[src/rtl/opf_pkg.sv]
package opf_pkg;
   localparam int OPK_W = 3;

   typedef enum logic [OPK_W-1:0] {
      OPK_SIMM = 3'b000,
      OPK_UIMM = 3'b001,
      OPK_REG  = 3'b010,
      OPK_ROFF = 3'b011,
      OPK_RIND = 3'b100,
      OPK_MDIR = 3'b101,
      OPK_MIND = 3'b110,
      OPK_BAD  = 3'b111
   } opk_e;

   typedef enum logic [2:0] {
      ST_IDLE = 3'd0,
      ST_EVAL = 3'd1,
      ST_RD1  = 3'd2,
      ST_RD2  = 3'd3,
      ST_FIN  = 3'd4
   } fst_e;
endpackage

[src/rtl/opf_decode.sv]
module opf_decode
   import opf_pkg::*;
#(
   parameter int DATA_W = 32,
   parameter int REG_AW = 4,
   parameter int VAL_W  = 16,
   localparam int FW    = OPK_W + REG_AW + VAL_W
)(
   input  logic [FW-1:0]     field,
   output opk_e              kind,
   output logic [REG_AW-1:0] ridx,
   output logic [DATA_W-1:0] imm_val,
   output logic [DATA_W-1:0] addr_val,
   output logic [DATA_W-1:0] off_val,
   output logic              uses_reg
);
   logic [VAL_W-1:0]  raw;
   logic [DATA_W-1:0] sext, zext;

   assign kind = opk_e'(field[FW-1 -: OPK_W]);
   assign ridx = field[VAL_W +: REG_AW];
   assign raw  = field[VAL_W-1:0];

   generate
      if (VAL_W > DATA_W) begin : g_bad_w
         $error("value field wider than data path");
      end else if (VAL_W == DATA_W) begin : g_same_w
         assign sext = raw;
         assign zext = raw;
      end else begin : g_ext_w
         assign sext = {{(DATA_W-VAL_W){raw[VAL_W-1]}}, raw};
         assign zext = {{(DATA_W-VAL_W){1'b0}}, raw};
      end
   endgenerate

   assign imm_val  = (kind == OPK_UIMM) ? zext : sext;
   assign addr_val = zext;
   assign off_val  = sext;
   assign uses_reg = (kind == OPK_REG) || (kind == OPK_ROFF) || (kind == OPK_RIND);
endmodule

[src/rtl/opf_sum.sv]
module opf_sum #(
   parameter int DATA_W = 32
)(
   input  logic [DATA_W-1:0] base,
   input  logic [DATA_W-1:0] off,
   output logic [DATA_W-1:0] sum
);
   assign sum = base + off;
endmodule

[src/rtl/opf_ctrl.sv]
module opf_ctrl
   import opf_pkg::*;
#(
   parameter int DATA_W = 32
)(
   input  logic              clk,
   input  logic              rst_n,
   input  logic              start,
   input  opk_e              kind,
   input  logic              uses_reg,
   input  logic [DATA_W-1:0] imm_val,
   input  logic [DATA_W-1:0] addr_val,
   input  logic [DATA_W-1:0] sum_val,
   input  logic [DATA_W-1:0] rf_data,
   input  logic              mem_valid,
   input  logic [DATA_W-1:0] mem_rdata,
   output logic              idle,
   output logic              rf_rd,
   output logic              mem_req,
   output logic [DATA_W-1:0] mem_addr,
   output logic              done,
   output logic [DATA_W-1:0] operand,
   output logic              bad_type
);
   fst_e              st_q;
   logic              chain_q;
   logic [DATA_W-1:0] addr_q, res_q;
   logic              bad_q;

   always_ff @(posedge clk) begin
      if (!rst_n) begin
         st_q    <= ST_IDLE;
         chain_q <= 1'b0;
         addr_q  <= '0;
         res_q   <= '0;
         bad_q   <= 1'b0;
      end else begin
         unique case (st_q)
            ST_IDLE: if (start) st_q <= ST_EVAL;
            ST_EVAL: begin
               bad_q   <= 1'b0;
               chain_q <= 1'b0;
               unique case (kind)
                  OPK_SIMM, OPK_UIMM: begin res_q <= imm_val; st_q <= ST_FIN; end
                  OPK_REG:  begin res_q <= rf_data; st_q <= ST_FIN; end
                  OPK_ROFF: begin res_q <= sum_val; st_q <= ST_FIN; end
                  OPK_RIND: begin addr_q <= rf_data;  st_q <= ST_RD1; end
                  OPK_MDIR: begin addr_q <= addr_val; st_q <= ST_RD1; end
                  OPK_MIND: begin addr_q <= addr_val; chain_q <= 1'b1; st_q <= ST_RD1; end
                  default:  begin res_q <= '0; bad_q <= 1'b1; st_q <= ST_FIN; end
               endcase
            end
            ST_RD1: if (mem_valid) begin
               if (chain_q) begin
                  addr_q <= mem_rdata;
                  st_q   <= ST_RD2;
               end else begin
                  res_q <= mem_rdata;
                  st_q  <= ST_FIN;
               end
            end
            ST_RD2: if (mem_valid) begin
               res_q <= mem_rdata;
               st_q  <= ST_FIN;
            end
            ST_FIN:  st_q <= ST_IDLE;
            default: st_q <= ST_IDLE;
         endcase
      end
   end

   assign idle     = (st_q == ST_IDLE);
   assign rf_rd    = (st_q == ST_EVAL) && uses_reg;
   assign mem_req  = (st_q == ST_RD1) || (st_q == ST_RD2);
   assign mem_addr = addr_q;
   assign done     = (st_q == ST_FIN);
   assign operand  = res_q;
   assign bad_type = done && bad_q;


   req_hold_chk: assert property (@(posedge clk) disable iff (!rst_n)
      (mem_req && !mem_valid) |=> (mem_req && $stable(mem_addr)));

   done_pulse_chk: assert property (@(posedge clk) disable iff (!rst_n)
      done |=> (!done && idle));

   bad_nomem_chk: assert property (@(posedge clk) disable iff (!rst_n)
      bad_type |-> (done && !mem_req && operand == '0));

   second_read_chk: assert property (@(posedge clk) disable iff (!rst_n)
      (st_q == ST_RD2) |-> ($past(st_q) == ST_RD1 || $past(st_q) == ST_RD2));

   eval_entry_chk: assert property (@(posedge clk) disable iff (!rst_n)
      (st_q == ST_EVAL) |-> ($past(st_q) == ST_IDLE));
endmodule

[src/rtl/operand_fetch.sv]
module operand_fetch
   import opf_pkg::*;
#(
   parameter int DATA_W = 32,
   parameter int REG_N  = 16,
   parameter int VAL_W  = 16
)(
   input  logic                                  clk,
   input  logic                                  rst_n,
   input  logic                                  start,
   input  logic [OPK_W+$clog2(REG_N)+VAL_W-1:0]  op_field,
   output logic                                  rf_rd,
   output logic [$clog2(REG_N)-1:0]              rf_addr,
   input  logic [DATA_W-1:0]                     rf_data,
   output logic                                  mem_req,
   output logic [DATA_W-1:0]                     mem_addr,
   input  logic                                  mem_valid,
   input  logic [DATA_W-1:0]                     mem_rdata,
   output logic                                  done,
   output logic [DATA_W-1:0]                     operand,
   output logic                                  bad_type
);
   localparam int REG_AW = $clog2(REG_N);
   localparam int FW     = OPK_W + REG_AW + VAL_W;

   generate
      if (REG_N < 2) begin : g_chk_regs
         $error("register file needs at least two entries");
      end
      if (DATA_W < 8) begin : g_chk_data
         $error("data path too narrow");
      end
   endgenerate

   logic [FW-1:0]     field_q;
   logic              idle;
   opk_e              kind;
   logic              uses_reg;
   logic [DATA_W-1:0] imm_val, addr_val, off_val, sum_val;

   always_ff @(posedge clk) begin
      if (!rst_n)            field_q <= '0;
      else if (start && idle) field_q <= op_field;
   end

   opf_decode #(.DATA_W(DATA_W), .REG_AW(REG_AW), .VAL_W(VAL_W)) u_dec (
      .field(field_q), .kind(kind), .ridx(rf_addr), .imm_val(imm_val),
      .addr_val(addr_val), .off_val(off_val), .uses_reg(uses_reg)
   );

   opf_sum #(.DATA_W(DATA_W)) u_sum (
      .base(rf_data), .off(off_val), .sum(sum_val)
   );

   opf_ctrl #(.DATA_W(DATA_W)) u_ctl (
      .clk(clk), .rst_n(rst_n), .start(start), .kind(kind), .uses_reg(uses_reg),
      .imm_val(imm_val), .addr_val(addr_val), .sum_val(sum_val), .rf_data(rf_data),
      .mem_valid(mem_valid), .mem_rdata(mem_rdata), .idle(idle), .rf_rd(rf_rd),
      .mem_req(mem_req), .mem_addr(mem_addr), .done(done), .operand(operand),
      .bad_type(bad_type)
   );


   rf_strobe_chk: assert property (@(posedge clk) disable iff (!rst_n)
      rf_rd |=> !rf_rd);
endmodule

[config.mk]
export PLATFORM = sky130hd
export DESIGN_NAME = operand_fetch
export DESIGN_NICKNAME = d
export VERILOG_FILES = /design/src/rtl/opf_pkg.sv /design/src/rtl/opf_decode.sv /design/src/rtl/opf_sum.sv /design/src/rtl/opf_ctrl.sv /design/src/rtl/operand_fetch.sv
export SDC_FILE = /design/constraint.sdc
export NUM_CORES = 1
export LEC_CHECK = 0
export CAP_MARGIN = 20
export CORE_UTILIZATION = 50
export DETAILED_ROUTE_END_ITERATION = 7
export GPL_TIMING_DRIVEN = 0
export PLACE_DENSITY = 0.85
export SLEW_MARGIN = 0
export SYNTH_ARGS = -nofsm -noshare
export SYNTH_HDL_FRONTEND = slang
export SYNTH_SLANG_ARGS = --single-unit
[constraint.sdc]
create_clock -name clk -period 3.7 [get_ports clk]
set_input_delay 0.37 -clock clk [delete_from_list [all_inputs] [get_ports clk]]
set_output_delay 0.37 -clock clk [all_outputs]
set_load 0.02 [all_outputs]
==> flow_summary_export.csv <==
group,metric,value,unit
status,status,"completed",
synthesis,synth_enable_flop_cells,0,
placed_design,placedCellCount,1145,
synthesis,synth_top_area_share,0.295,
synthesis,synthesis.area,6250,sq um
global_route,grt_pass1_wl,33900,microns
floorplanning,number_of_placement_rows,40,
synthesis,postSynthAreaPerCell,7.66,sq um
layout,area_growth_syn_to_layout,34.1,%
routing,wl_cell,18.7,microns
synthesis,yosys.cell_types.count,59,
timing,timing_worst_slew_pin_value,1.13,ns
placed_design,place.detailed.hpwl,16600,microns
hold_path,hold_class,"input port to flip-flop",
placed_design,port_buffers,161,
global_route,globalRouteOverflowTotal,0,
synthesis,synth-compound-area-share,0.323,
setup_path,worst-r2r-cell-count,11,
setup_path,path_class,"input port to flip-flop",
power_and_ir_drop,max-vdd-ir-drop,219,uV
synthesis,synth_fp_nets,939,
setup_path,r2r_slack,0.31,ns
synthesis,yosys.area_share.adder,0.0652,
routing,first_iter_violations,905,
synthesis,yosys.area_share.simple,0.195,
power_and_ir_drop,p_leak,3.56,nW
synthesis,synthXorXnorAreaFrac,0.0350,
cts,cts.repair_timing.setup_buffer_count,0,
placed_design,gp_congestion,0.956,
timing,post-route-min-period,3.39,ns
hold_path,worstHoldEndpoint,"u_ctl.operand[22]",
synthesis,synth_seq_cells,92,
timing,fin_skew,0.00747,ns
synthesis,synth_top_area_cell,"dfxtp_1",
setup_path,crit_path_max_incr_delay,0.44,ns
routing,routed_wl,21700,microns
hold_path,min_path_cells,3,
cts,insertion_delay,0.36,ns
floorplanning,floorplan.initialDensity,0.516,
synthesis,synth_top_family_by_area,"compound AO/OA/AOI/OAI gates",
cts,htreeDepth,3,
synthesis,synth.yosys.warnings,0,
setup_path,crit_fanout,5,
timing,post-route-period-util,0.916,
cts,max-clock-path-buffers,2,
timing,slew_violations,0,
timing,max_freq,295,MHz
synthesis,synth_area_leaders,"dfxtp_1, nand2_1, ha_1, a21oi_1, a21boi_0",
layout,diodes,0,
layout,fin_nets,1111,
timing,worst_slew_margin_rel,0.240,
synthesis,seq_area_frac_synth,0.295,
cts,quantity_of_hold_fixing_buffers_added_after_cts,0,
global_route,grt_pass1_vias,6453,
routing,routed-via-count,7074,
setup_path,worstSetupEndpointType,"flip-flop",
cts,tritoncts_clock_tree,"yes",
floorplanning,floorplan.core_area,12100,sq um
setup_path,regToRegEndpoint,"u_ctl.operand[30]",
layout,finish.utilization,0.692,
synthesis,asyncSetResetFlopFracSynth,0,
cts,cts_num_sinks,92,
routing,detailedRoute.firstPassIterationCount,6,
synthesis,synth.area.mux_share,0.0386,
layout,stdcell_count,1161,
synthesis,synthCells,816,
setup_path,critical_path.startpoint_type,"input port",
setup_path,crit_required,3.92,ns
timing,setup_violators_final,0,
cts,cts_repair_resize_count,0,
routing,viasPerCell,6.09,
setup_path,critical_path.reg2reg.startpoint,"field_q[15]",
power_and_ir_drop,power.density,349,nW/um^2
setup_path,cp.buffers_inverters,1,
power_and_ir_drop,totalPowerFinal,2.92,mW
floorplanning,height_of_the_chip,114,microns
routing,ant_nets,0,
job,max_cap_viol_count,0,
global_route,antenna_violations_before_repair,0,
synthesis,ys.flop_type,"dfxtp_1",
timing,setup_total_negative_slack,0,ns
setup_path,critical-path-top-delay-family,"compound AO/OA/AOI/OAI gates",
setup_path,critPathSlowestCell,"clkdlybuf4s50_1",
setup_path,crit_arrival,3.61,ns
floorplanning,die_area,13000,sq um
setup_path,critical_path_cell_list,"clkdlybuf4s50_1 -> ha_1 -> fa_1 -> a21o_1 -> a31oi_1 -> o2111a_1 -> a311o_1 -> o21a_2 -> o31ai_1 -> xor2_1 -> a221oi_1 -> a21oi_1",
timing,rsz0062_at_grt,"false",
routing,detail_route.drc_violations,0,
cts,cts.clk_slew.worst_paths,0.07,ns
cts,cts-buffers-inserted,9,
global_route,largest_net_degree_at_the_start_of_global_routing,18,
cts,clockRootBuffer,"clkbuf_16",
floorplanning,io-pin-count,163,
global_route,globalRouteTotalUtil,0.337,
timing,report.final.hold_viol_count,0,
floorplanning,dieWidth,114,microns
layout,drive_above_1_share,0.0282,
hold_path,worst_hold_startpoint,"rst_n",
[final cells by class]
class / count / area (sq um)
fill: 1014 / 3730
sequential: 92 / 1840
timing repair buffer: 161 / 1610
inverter: 11 / 41.3
tap: 168 / 210
multi-input combinational: 648 / 4110
clock inverter: 6 / 71.3
clock buffer: 10 / 239
buffer: 65 / 262
[cell usage in the layout (no fill, tap or decap), drive strengths merged, types with 4 or more instances in the layout]
cell,instances
clkdlybuf4s50,161
nand2,137
dfxtp,92
a21oi,75
clkbuf,66
nor2,50
a21boi,41
nand3,40
o21ai,40
ha,31
o211ai,24
mux2i,23
o211a,21
a221oi,19
a21o,18
xnor2,13
inv,13
xor2,12
nor3b,9
buf,9
nor2b,8
nand2b,7
nor3,7
a211oi,7
a222oi,7
a31oi,6
and2,5
nand4,4
o21bai,4
o21a,4
[worst max-delay path by stage]
stage / from / endpoint / slack, ns / cells after the start
2_1_floorplan: field_q[15] / u_ctl.operand[30] / 0.93 / 11
3_3_place_gp: rf_data[0] / u_ctl.operand[30] / 0.07 / 12
3_5_place_dp: rf_data[0] / u_ctl.operand[30] / 0.01 / 12
4_1_cts: rf_data[0] / u_ctl.operand[30] / 0.37 / 12
5_1_grt: rf_data[0] / u_ctl.operand[30] / 0.15 / 12
6_report: rf_data[0] / u_ctl.operand[30] / 0.31 / 12
[cell families (layout without fill, tap and decap cells)]
logic type	count (synthesis)	in the layout
compound gates	291	291
xor+xnor	25	25
fa+ha+maj	32	32
buf+inv	76	253
flops	92	92
mux	24	24
simple gates	276	276
[cells in the mapped netlist, types with 9 or more instances]
cell type	instances
nand2_1	137
dfxtp_1	92
a21oi_1	75
clkbuf_1	56
nor2_1	50
a21boi_0	41
nand3_1	40
o21ai_0	38
ha_1	31
o211ai_1	24
mux2i_1	23
o211a_1	21
a221oi_1	19
a21o_1	18
xnor2_1	13
xor2_1	12
inv_1	10
nor3b_1	9
[metrics by stage]
step	cell area (sq um)	setup slack, ns	hold WS [ns]
finish	8390	0.309	0.410
global route	8390	0.148	0.439
CTS	8390	0.367	0.394
detailed placement	8080	0.0148	0.457
global placement	8080	0.0691	0.450
floorplan	6250	0.926	0.444
[state kept, by name (all words and copies together), names as in the netlist]
name            count
field_q            23
u_ctl.operand      32
u_ctl.mem_addr     32
u_ctl.bad_q         1
u_ctl.chain_q       1
u_ctl.st_q          3
[power by group]
group | internal, mW | switching [mW] | total [mW]
Clock | 0.549 | 0.428 | 0.977
Combinational | 0.371 | 0.484 | 0.856
Sequential | 1.05 | 0.0462 | 1.09
[worst min-delay path: cells and delay by family]
kind,cells,cell delay [ns]
buffers and inverters,1,0.20
and+or+nand+nor,1,0.11
AOI/OAI and AO/OA,1,0.04
[metal layers]
metal	share of wire	wire length, microns	GRT usage
met1	0.44	9450	0.478
met2	0.43	9230	0.510
met3	0.11	2420	0.0717
met4	0.026	565	0.103
met5	0	0	0
(Power assumes the default switching activity.)
